File: config.mk
export PLATFORM = sky130hd
export DESIGN_NAME = dpll_freq_adj
export DESIGN_NICKNAME = d
export VERILOG_FILES = /design/src/rtl/dpll_pkg.sv /design/src/rtl/dpll_sat.sv /design/src/rtl/dpll_offset.sv /design/src/rtl/dpll_loop.sv /design/src/rtl/dpll_freq_adj.sv
export SDC_FILE = /design/constraint.sdc
export NUM_CORES = 1
export LEC_CHECK = 0
export ABC_AREA = 1
export BUFFER_PORTS_ARGS = -buffer_cell sky130_fd_sc_hd__buf_2
export CAP_MARGIN = 5
export CORE_ASPECT_RATIO = 1.5
export CORE_MARGIN = 2
export CORE_UTILIZATION = 55
export CTS_CLUSTER_DIAMETER = 40
export DETAILED_ROUTE_END_ITERATION = 12
export PLACE_DENSITY = 0.75
export SETUP_SLACK_MARGIN = 0.2
export SLEW_MARGIN = 25
export SYNTH_ARGS = -nofsm -noshare
export SYNTH_HDL_FRONTEND = slang
export SYNTH_SLANG_ARGS = --single-unit
File: constraint.sdc
create_clock -name clk -period 7.4 [get_ports clk]
set_input_delay 0.74 -clock clk [delete_from_list [all_inputs] [get_ports clk]]
set_output_delay 0.74 -clock clk [all_outputs]
set_load 0.03 [all_outputs]
File: src/rtl/dpll_pkg.sv
package dpll_pkg;
  localparam int SHIFT_W = 4;

  typedef struct packed {
    logic               fine_en;
    logic               coarse_en;
    logic [SHIFT_W-1:0] coarse_sh;
    logic [SHIFT_W-1:0] fine_sh;
  } loop_cfg_t;
endpackage

File: src/rtl/dpll_sat.sv
module dpll_sat #(
  parameter int IN_W  = 33,
  parameter int OUT_W = 32
) (
  input  logic signed [IN_W-1:0]  din,
  output logic signed [OUT_W-1:0] dout
);
  generate
    if (IN_W <= OUT_W) begin : g_ext
      assign dout = OUT_W'(din);
    end else begin : g_clamp
      localparam logic [OUT_W-1:0] MAX_V = {1'b0, {(OUT_W-1){1'b1}}};
      localparam logic [OUT_W-1:0] MIN_V = {1'b1, {(OUT_W-1){1'b0}}};
      logic fits;
      assign fits = (&din[IN_W-1:OUT_W-1]) | ~(|din[IN_W-1:OUT_W-1]);
      assign dout = fits ? din[OUT_W-1:0] : (din[IN_W-1] ? MIN_V : MAX_V);
    end
  endgenerate
endmodule

File: src/rtl/dpll_offset.sv
module dpll_offset
  import dpll_pkg::*;
#(
  parameter int TS_W = 48,
  parameter int DW   = 32
) (
  input  logic                 clk,
  input  logic                 rst_n,
  input  logic                 sync_valid,
  input  logic [TS_W-1:0]      host_ts,
  input  logic [TS_W-1:0]      local_ts,
  input  loop_cfg_t            cfg_in,
  output logic                 s1_valid,
  output logic signed [DW-1:0] s1_off,
  output loop_cfg_t            s1_cfg
);
  logic signed [TS_W:0]   diff;
  logic signed [DW-1:0]   diff_sat;

  assign diff = $signed({1'b0, host_ts}) - $signed({1'b0, local_ts});

  dpll_sat #(.IN_W(TS_W+1), .OUT_W(DW)) i_off_sat (
    .din (diff),
    .dout(diff_sat)
  );

  always_ff @(posedge clk or negedge rst_n) begin
    if (!rst_n) begin
      s1_valid <= 1'b0;
      s1_off   <= '0;
      s1_cfg   <= '0;
    end else begin
      s1_valid <= sync_valid;
      if (sync_valid) begin
        s1_off <= diff_sat;
        s1_cfg <= cfg_in;
      end
    end
  end

  // offset sign follows the ordering of the two timestamps
  p_off_sign_r1: assert property (@(posedge clk) disable iff (!rst_n)
    s1_valid |-> (s1_off[DW-1] == $past(host_ts < local_ts)));
endmodule

File: src/rtl/dpll_loop.sv
module dpll_loop
  import dpll_pkg::*;
#(
  parameter int DW = 32
) (
  input  logic                 clk,
  input  logic                 rst_n,
  input  logic                 s1_valid,
  input  logic signed [DW-1:0] s1_off,
  input  loop_cfg_t            s1_cfg,
  output logic                 adj_valid,
  output logic signed [DW-1:0] adj
);
  logic signed [DW-1:0] integ_q;
  logic signed [DW-1:0] p_term, i_step, i_sat, i_next, o_sat;
  logic signed [DW:0]   i_sum, o_sum;

  always_comb begin
    if (s1_cfg.coarse_en) p_term = s1_off >>> s1_cfg.coarse_sh;
    else                  p_term = '0;
    i_step = s1_off >>> s1_cfg.fine_sh;
    i_sum  = (DW+1)'(integ_q) + (DW+1)'(i_step);
  end

  dpll_sat #(.IN_W(DW+1), .OUT_W(DW)) i_int_sat (
    .din (i_sum),
    .dout(i_sat)
  );

  always_comb begin
    if (s1_cfg.fine_en) i_next = i_sat;
    else                i_next = '0;
    o_sum = (DW+1)'(p_term) + (DW+1)'(i_next);
  end

  dpll_sat #(.IN_W(DW+1), .OUT_W(DW)) i_out_sat (
    .din (o_sum),
    .dout(o_sat)
  );

  always_ff @(posedge clk or negedge rst_n) begin
    if (!rst_n) begin
      adj_valid <= 1'b0;
      adj       <= '0;
      integ_q   <= '0;
    end else begin
      adj_valid <= s1_valid;
      if (s1_valid) begin
        integ_q <= i_next;
        adj     <= o_sat;
      end
    end
  end

  // both paths off gives a zero correction
  p_zero_out_r6: assert property (@(posedge clk) disable iff (!rst_n)
    (s1_valid && !s1_cfg.coarse_en && !s1_cfg.fine_en) |=> (adj_valid && adj == '0));

  // fine path off leaves the integrator cleared
  p_integ_clear_r5: assert property (@(posedge clk) disable iff (!rst_n)
    (s1_valid && !s1_cfg.fine_en) |=> (integ_q == '0));

  // no event, no integrator or output movement
  p_integ_hold_r11: assert property (@(posedge clk) disable iff (!rst_n)
    !s1_valid |=> ($stable(integ_q) && $stable(adj)));

  // proportional-only correction never flips the offset sign
  p_coarse_sign_r3: assert property (@(posedge clk) disable iff (!rst_n)
    (s1_valid && s1_cfg.coarse_en && !s1_cfg.fine_en && !s1_off[DW-1]) |=> !adj[DW-1]);
endmodule

File: src/rtl/dpll_freq_adj.sv
module dpll_freq_adj
  import dpll_pkg::*;
#(
  parameter int TS_W = 48,
  parameter int DW   = 32
) (
  input  logic                 clk,
  input  logic                 rst_n,
  input  logic                 sync_valid,
  input  logic [TS_W-1:0]      host_ts,
  input  logic [TS_W-1:0]      local_ts,
  input  logic [1:0]           gain_en,
  input  logic [SHIFT_W-1:0]   coarse_shift,
  input  logic [SHIFT_W-1:0]   fine_shift,
  output logic                 adj_valid,
  output logic signed [DW-1:0] adj
);
  loop_cfg_t            cfg_in, s1_cfg;
  logic                 s1_valid;
  logic signed [DW-1:0] s1_off;

  assign cfg_in.coarse_en = gain_en[0];
  assign cfg_in.fine_en   = gain_en[1];
  assign cfg_in.coarse_sh = coarse_shift;
  assign cfg_in.fine_sh   = fine_shift;

  dpll_offset #(.TS_W(TS_W), .DW(DW)) i_offset (
    .clk       (clk),
    .rst_n     (rst_n),
    .sync_valid(sync_valid),
    .host_ts   (host_ts),
    .local_ts  (local_ts),
    .cfg_in    (cfg_in),
    .s1_valid  (s1_valid),
    .s1_off    (s1_off),
    .s1_cfg    (s1_cfg)
  );

  dpll_loop #(.DW(DW)) i_loop (
    .clk      (clk),
    .rst_n    (rst_n),
    .s1_valid (s1_valid),
    .s1_off   (s1_off),
    .s1_cfg   (s1_cfg),
    .adj_valid(adj_valid),
    .adj      (adj)
  );

  logic [1:0] warm_q;
  always_ff @(posedge clk or negedge rst_n) begin
    if (!rst_n)              warm_q <= 2'd0;
    else if (warm_q != 2'd3) warm_q <= warm_q + 2'd1;
  end

  // every event yields a strobe two cycles later
  p_latency_r2: assert property (@(posedge clk) disable iff (!rst_n)
    sync_valid |-> ##2 adj_valid);

  // no strobe without an event two cycles earlier
  p_no_spurious_r2: assert property (@(posedge clk) disable iff (!rst_n)
    (warm_q >= 2'd2 && adj_valid) |-> $past(sync_valid, 2));
endmodule

Word level (Yosys, flattened, before mapping)
Index checks and enable logic that the tools add are counted.
{ "classes": {"addsub": 3, "shift": 2, "n_mux": 8, "bitwise": 6, "reduce_logical": 6} }
{ "ops": {"columns": ["op", "count"], "rows": [
  ["$mux 32", 8],
  ["$add 32x32->33", 2],
  ["$sshr 32x4->32", 2],
  ["$sub 48x48->49", 1],
  ["$reduce_and 18->1", 1],
  ["$reduce_or 18->1", 1],
  ["$reduce_and 2->1", 2],
  ["$reduce_or 2->1", 2],
  ["$not 1->1", 3],
  ["$or 1x1->1", 3]
]} }
{ "totals": {"reg_bits": 108} }

Depth between registers and ports, before layout
{ "depth": {"depth_word": 12, "mapped_depth": 41, "depth_no_buf": 38} }

Cells and area by module
From an unflattened synthesis, not the netlist that was laid out.
{ "hier_totals": {"cells_unflattened": 3196, "area_unflattened_um2": 18002.3} }
{ "by_module_without_submodules": {"columns": ["module", "instances", "cells_each", "area_per_inst_um2", "seq_area_each_um2"], "rows": [
  ["dpll_loop", 1, 1891, 10228.6, 1626.6],
  ["dpll_offset", 1, 1053, 6104.6, 1076.0],
  ["dpll_sat at i_loop.i_int_sat ...", 2, 76, 606.8, 0.0],
  ["dpll_sat at i_offset.i_off_sat", 1, 100, 455.4, 0.0]
]} }

Worst setup path before layout
OpenSTA, ideal clock, no wires.
{ "synth_path": {"kind": "flip-flop to flip-flop", "start": "register i_offset.s1_cfg[1] (netlist name)", "end": "register i_loop.adj[15]", "t_arrival_ns": 5.531, "required_ns": 7.323, "slack_ns": 1.792, "path_stages_with_launch": 38, "path_buffers": 4, "path_cell_list": "dfrtp_1 -> clkinv_1 -> buf_1 -> mux2i_1 -> inv_1 -> o21ai_0 -> o21ai_0 -> ha_1 -> a21oi_1 -> nand2_1 -> nand3_1 -> nand2_1 -> a21oi_1 -> o21ai_1 -> nand3_1 -> nand2_1 -> or2_2 -> nand2_1 -> [... 2 more ...] -> nand2_1 -> inv_1 -> ha_1 -> fa_1 -> nand3_1 -> nand2_1 -> nand3_1 -> nand2_1 -> a21oi_1 -> o21ai_1 -> nand3_1 -> nand2_1 -> xor2_1 -> nor2_1 -> nor2_1 -> buf_4 -> buf_4 -> a21oi_1"} }
{ "synth_between": {"elab_chain_cells": 12, "word_cells_on_any_way": 16, "classes_between": "add/sub: 2; shift: 1; mux: 5; bitwise: 4; reduce/logical: 4"} }
{ "synth_rtl": {"columns": ["element", "line", "text"], "rows": [
  ["$sshr 32x4->32 *", "dpll_loop.sv:21", "i_step = s1_off >>> s1_cfg.fine_sh;"],
  ["$add 32x32->33 *", "dpll_loop.sv:22", "i_sum = (DW+1)'(integ_q) + (DW+1)'(i_step);"],
  ["$reduce_or 2->1", "dpll_sat.sv:15", "assign fits = (&din[IN_W-1:OUT_W-1]) | ~(|din[IN_W-1:OUT_W-1]);"],
  ["$not 1->1", "dpll_sat.sv:15", null],
  ["$or 1x1->1", "dpll_sat.sv:15", null],
  ["$mux 32 *", "dpll_sat.sv:16", "assign dout = fits ? din[OUT_W-1:0] : (din[IN_W-1] ? MIN_V : MAX_V);"],
  ["$mux 32 *", "dpll_loop.sv:31", "if (s1_cfg.fine_en) i_next = i_sat;"],
  ["via i_loop.i_next[0]", "dpll_loop.sv:15", "logic signed [DW-1:0] p_term, i_step, i_sat, i_next, o_sat;"],
  ["$add 32x32->33 *", "dpll_loop.sv:33", "o_sum = (DW+1)'(p_term) + (DW+1)'(i_next);"],
  ["$reduce_or 2->1", "dpll_sat.sv:15", null],
  ["$not 1->1", "dpll_sat.sv:15", null],
  ["$or 1x1->1", "dpll_sat.sv:15", null],
  ["$mux 32 *", "dpll_sat.sv:16", null],
  ["end signal: assignment", "dpll_loop.sv:50", "adj <= o_sat;"],
  ["end: declaration", "dpll_loop.sv:12", "output logic signed [DW-1:0] adj"]
]} }
Mark *: on every way through the listed nets, which the timed path passes. The rest lies on a longest branch.
A chain may end at the register's enable or synchronous reset.

Worst setup path in the final report
{ "layout_path": {"start": "register i_offset.s1_cfg[0] (netlist name)", "end": "register i_loop.adj[29]"} }
{ "layout_between": {"elab_chain_cells": 12, "word_cells_on_any_way": 16, "classes_between": "add/sub: 2; shift: 1; mux: 5; bitwise: 4; reduce/logical: 4"} }
{ "layout_rtl": {"columns": ["element", "line"], "rows": [
  ["$sshr 32x4->32 *", "dpll_loop.sv:21"],
  ["$add 32x32->33 *", "dpll_loop.sv:22"],
  ["$reduce_or 2->1", "dpll_sat.sv:15"],
  ["$not 1->1", "dpll_sat.sv:15"],
  ["$or 1x1->1", "dpll_sat.sv:15"],
  ["$mux 32 *", "dpll_sat.sv:16"],
  ["$mux 32 *", "dpll_loop.sv:31"],
  ["via i_loop.i_next[0]", "dpll_loop.sv:15"],
  ["$add 32x32->33 *", "dpll_loop.sv:33"],
  ["$reduce_or 2->1", "dpll_sat.sv:15"],
  ["$not 1->1", "dpll_sat.sv:15"],
  ["$or 1x1->1", "dpll_sat.sv:15"],
  ["$mux 32 *", "dpll_sat.sv:16"]
]} }
Marked as above.

==> flow_metrics.tcl <==
set metrics [dict create \
    grt_pass1_vias 17290 \
    synth_top_area_share_pct 21.86 \
    setup.worst_path.start_class "register" \
    insertion_delay_ps 390 \
    cts_buffers 9 \
    io_pins 142 \
    antenna_found_initial 0 \
    swShare_pct 57.68 \
    max_slew_margin_pct 35.05 \
    syn_area_per_cell_um2 5.688 \
    critPathSlowestCell "o21ai_0" \
    vias 17640 \
    drv_slew 0 \
    hpwl_um 46880 \
    post_cts_buffers 0 \
    rsz0062_at_grt "false" \
    timing.hold.ws_ps 322.5 \
    dieArea_um2 29330 \
    nets 3011 \
    grt_usage_pct 37.36 \
    wire_per_inst_um 17.76 \
    p_seq_share_pct 17.3 \
    synth_flop_cell "dfrtp_1" \
    synthTopCellsByArea "nand2_1 22%, dfrtp_1 18%, ha_1 9.1%, inv_1 9.1%, nor2_1 6.9%" \
    ys_seq_elements 108 \
    period_share_pct 91.17 \
    tns_ps 0 \
    rows 75 \
    finalHoldViolations 0 \
    netlist_instances 2702 \
    cp_top_family "compound AO/OA/AOI/OAI gates" \
    status "completed" \
    drt-total-wl_um 55730 \
    antennaDiodeCount 0 \
    syn_to_final_growth_pct 8.173 \
    finalCriticalPeriod_ps 6746 \
    place_congestion 1.034 \
    max_stage_delay_ps 620 \
    cp_data_arrival_time_ps 7050 \
    seq_area_frac_synth_pct 17.58 \
    min_path_type "primary input to asynchronous set/reset pin" \
    max_freq_ghz 0.1482 \
    cp_max_fo 53 \
    grt_max_degree 69 \
    port_buffers 141 \
    hold_buffers 0 \
    cts_tree "built" \
    start_util_pct 55.33 \
    worstMarginPinSlew_ps 968.3 \
    synth.most_common_cell "nand2_1" \
    gr-total-overflow 0 \
    clk_pin_slew_ps 80 \
    cts.sinks 108 \
    power_leakage_nw 9.522 \
    viasPerCell 5.622 \
    netlist-cell-type-count 42 \
    synth_area_leader_cell "nand2_1" \
    crit_top_cell "nand2_1" \
    critical_path.endpoint_type "register" \
    syn_nets 2926 \
    fillCellCount 2913 \
    path_class "register to register" \
    dr.pass1.iters 9 \
    ys_warn_count 0 \
    finalSetupViolations 0 \
    drtAntennaViolNets 0 \
    route.detailed.drc 0 \
    cts_root_buf "clkbuf_16" \
    drive_above_1_share_pct 7.808 \
    ir_drop_mv 0.1524 \
    drt-initial-drc-count 1434 \
    power_mw 5.459 \
    htreeDepth 3 \
    drv_cap 0 \
    critPathBufInv 4 \
    die_width_um 140.5 \
    power_switching_mw 3.149 \
    power.internal_mw 2.310 \
    syn_area_um2 15370 \
    cts_resized 0 \
    async_flop_share_pct 100.0 \
    grt_pass1_wl_um 86110 \
    core_area_um2 27780 \
    clockBufferDepth 2 \
    powerDensity_nw_per_um2 328.4 \
    required_ps 7710 \
    combPwrFrac_pct 73.8 \
    synth-edff-count 0 \
    synth_common_cells "895 x nand2_1, 373 x inv_1, 281 x nor2_1" \
    die_h_um 208.7 \
    p_clk_share_pct 8.8 \
    finClkSkew_ps 10.54 \
]
[state kept, by name, indices dropped and copies added (netlist names)]
signal / cells
i_loop.adj_valid: 1
i_offset.s1_cfg: 10
i_loop.adj: 32
i_offset.s1_valid: 1
i_loop.integ_q: 32
i_offset.s1_off: 32
[area by class of cell]
cell class	count	area, um^2	share of cell area (%)
Sequential cell	108	2704	16.26
Timing Repair Buffer	164	893.4	5.373
Clock buffer	10	229.0	1.377
Multi-Input combinational cell	2121	10870	65.40
Inverter	383	1438	8.647
Tap cell	346	432.9	2.604
Clock inverter	6	56.30	0.3387
[cell usage in the layout (no fill, tap or decap), drive strengths merged, types with 3 or more instances in the layout]
master,count
nand2,897
inv,380
nor2,289
o21ai,213
a21oi,183
nand3,175
buf,164
ha,112
dfrtp,108
xor2,59
mux2i,46
nand4,31
xnor2,29
a31oi,15
o21bai,12
nor3,12
a21o,10
clkbuf,10
clkinv,8
o211ai,7
nor4,4
nand3b,4
and2,4
or2,3
o21a,3
a21boi,3
fa,3
[stage by stage]
stage                     cells  setup WS, ps  utilization, %  area [um^2]
final                      3138         653.7           59.86        16630
after global routing       3138         198.9           59.86        16630
after CTS                  3138         642.9           59.77        16600
after detailed placement   3122         679.2           58.75        16320
after global placement     3122         826.0           58.75        16320
after floorplan            2702          1792               -        15370
[kinds of logic (layout without fill, tap and decap cells)]
group / count (synthesis) / count (layout) / synth area share (%)
AND/OR/NAND/NOR: 1419 / 1419 / 37.12
buffers and inverters: 473 / 563 / 11.87
multiplexers: 46 / 46 / 2.996
AO/OA/AOI/OAI: 453 / 453 / 15.91
XOR/XNOR: 88 / 88 / 5.015
flip-flops: 108 / 108 / 17.58
adder cells (fa/ha/maj): 115 / 115 / 9.508
[metal layers]
layer	routed length, um	GRT usage [%]	part of all wire, %	vias to the layer above
met5	0	0	0	-
met4	5996	34.48	11	0
met3	2385	3.804	4.3	260
met2	28390	69.08	51	678
met1	18950	35.80	34	7918
li1	-	-	-	8785
[path summary, 6_finish.rpt]
kind / startpoint / to / slack (ps) / cells past startpoint
setup reg to reg: i_offset.s1_cfg[0] / i_loop.adj[29] / 650 / 36
max in group asynchronous: rst_n / i_offset.s1_valid / 5710 / 2
setup / recovery: i_offset.s1_cfg[0] / i_loop.adj[29] / 650 / 36
hold reg to reg: i_loop.adj[31] / i_loop.adj[31] / 480 / 2
hold / removal: rst_n / i_loop.integ_q[6] / 320 / 1
min in group clk: i_loop.adj[31] / i_loop.adj[31] / 480 / 2
[power by group through the flow]
stage | clock network (mW) | registers, mW | logic [mW]
after global placement | 0 | 0.946 | 3.87
after detailed placement | 0 | 0.951 | 3.90
final | 0.483 | 0.946 | 4.03
after CTS | 0.489 | 0.944 | 3.92
after global routing | 0.505 | 0.968 | 4.42
after floorplan | 0 | 1.08 | 2.62
(Power assumes the default switching activity.)
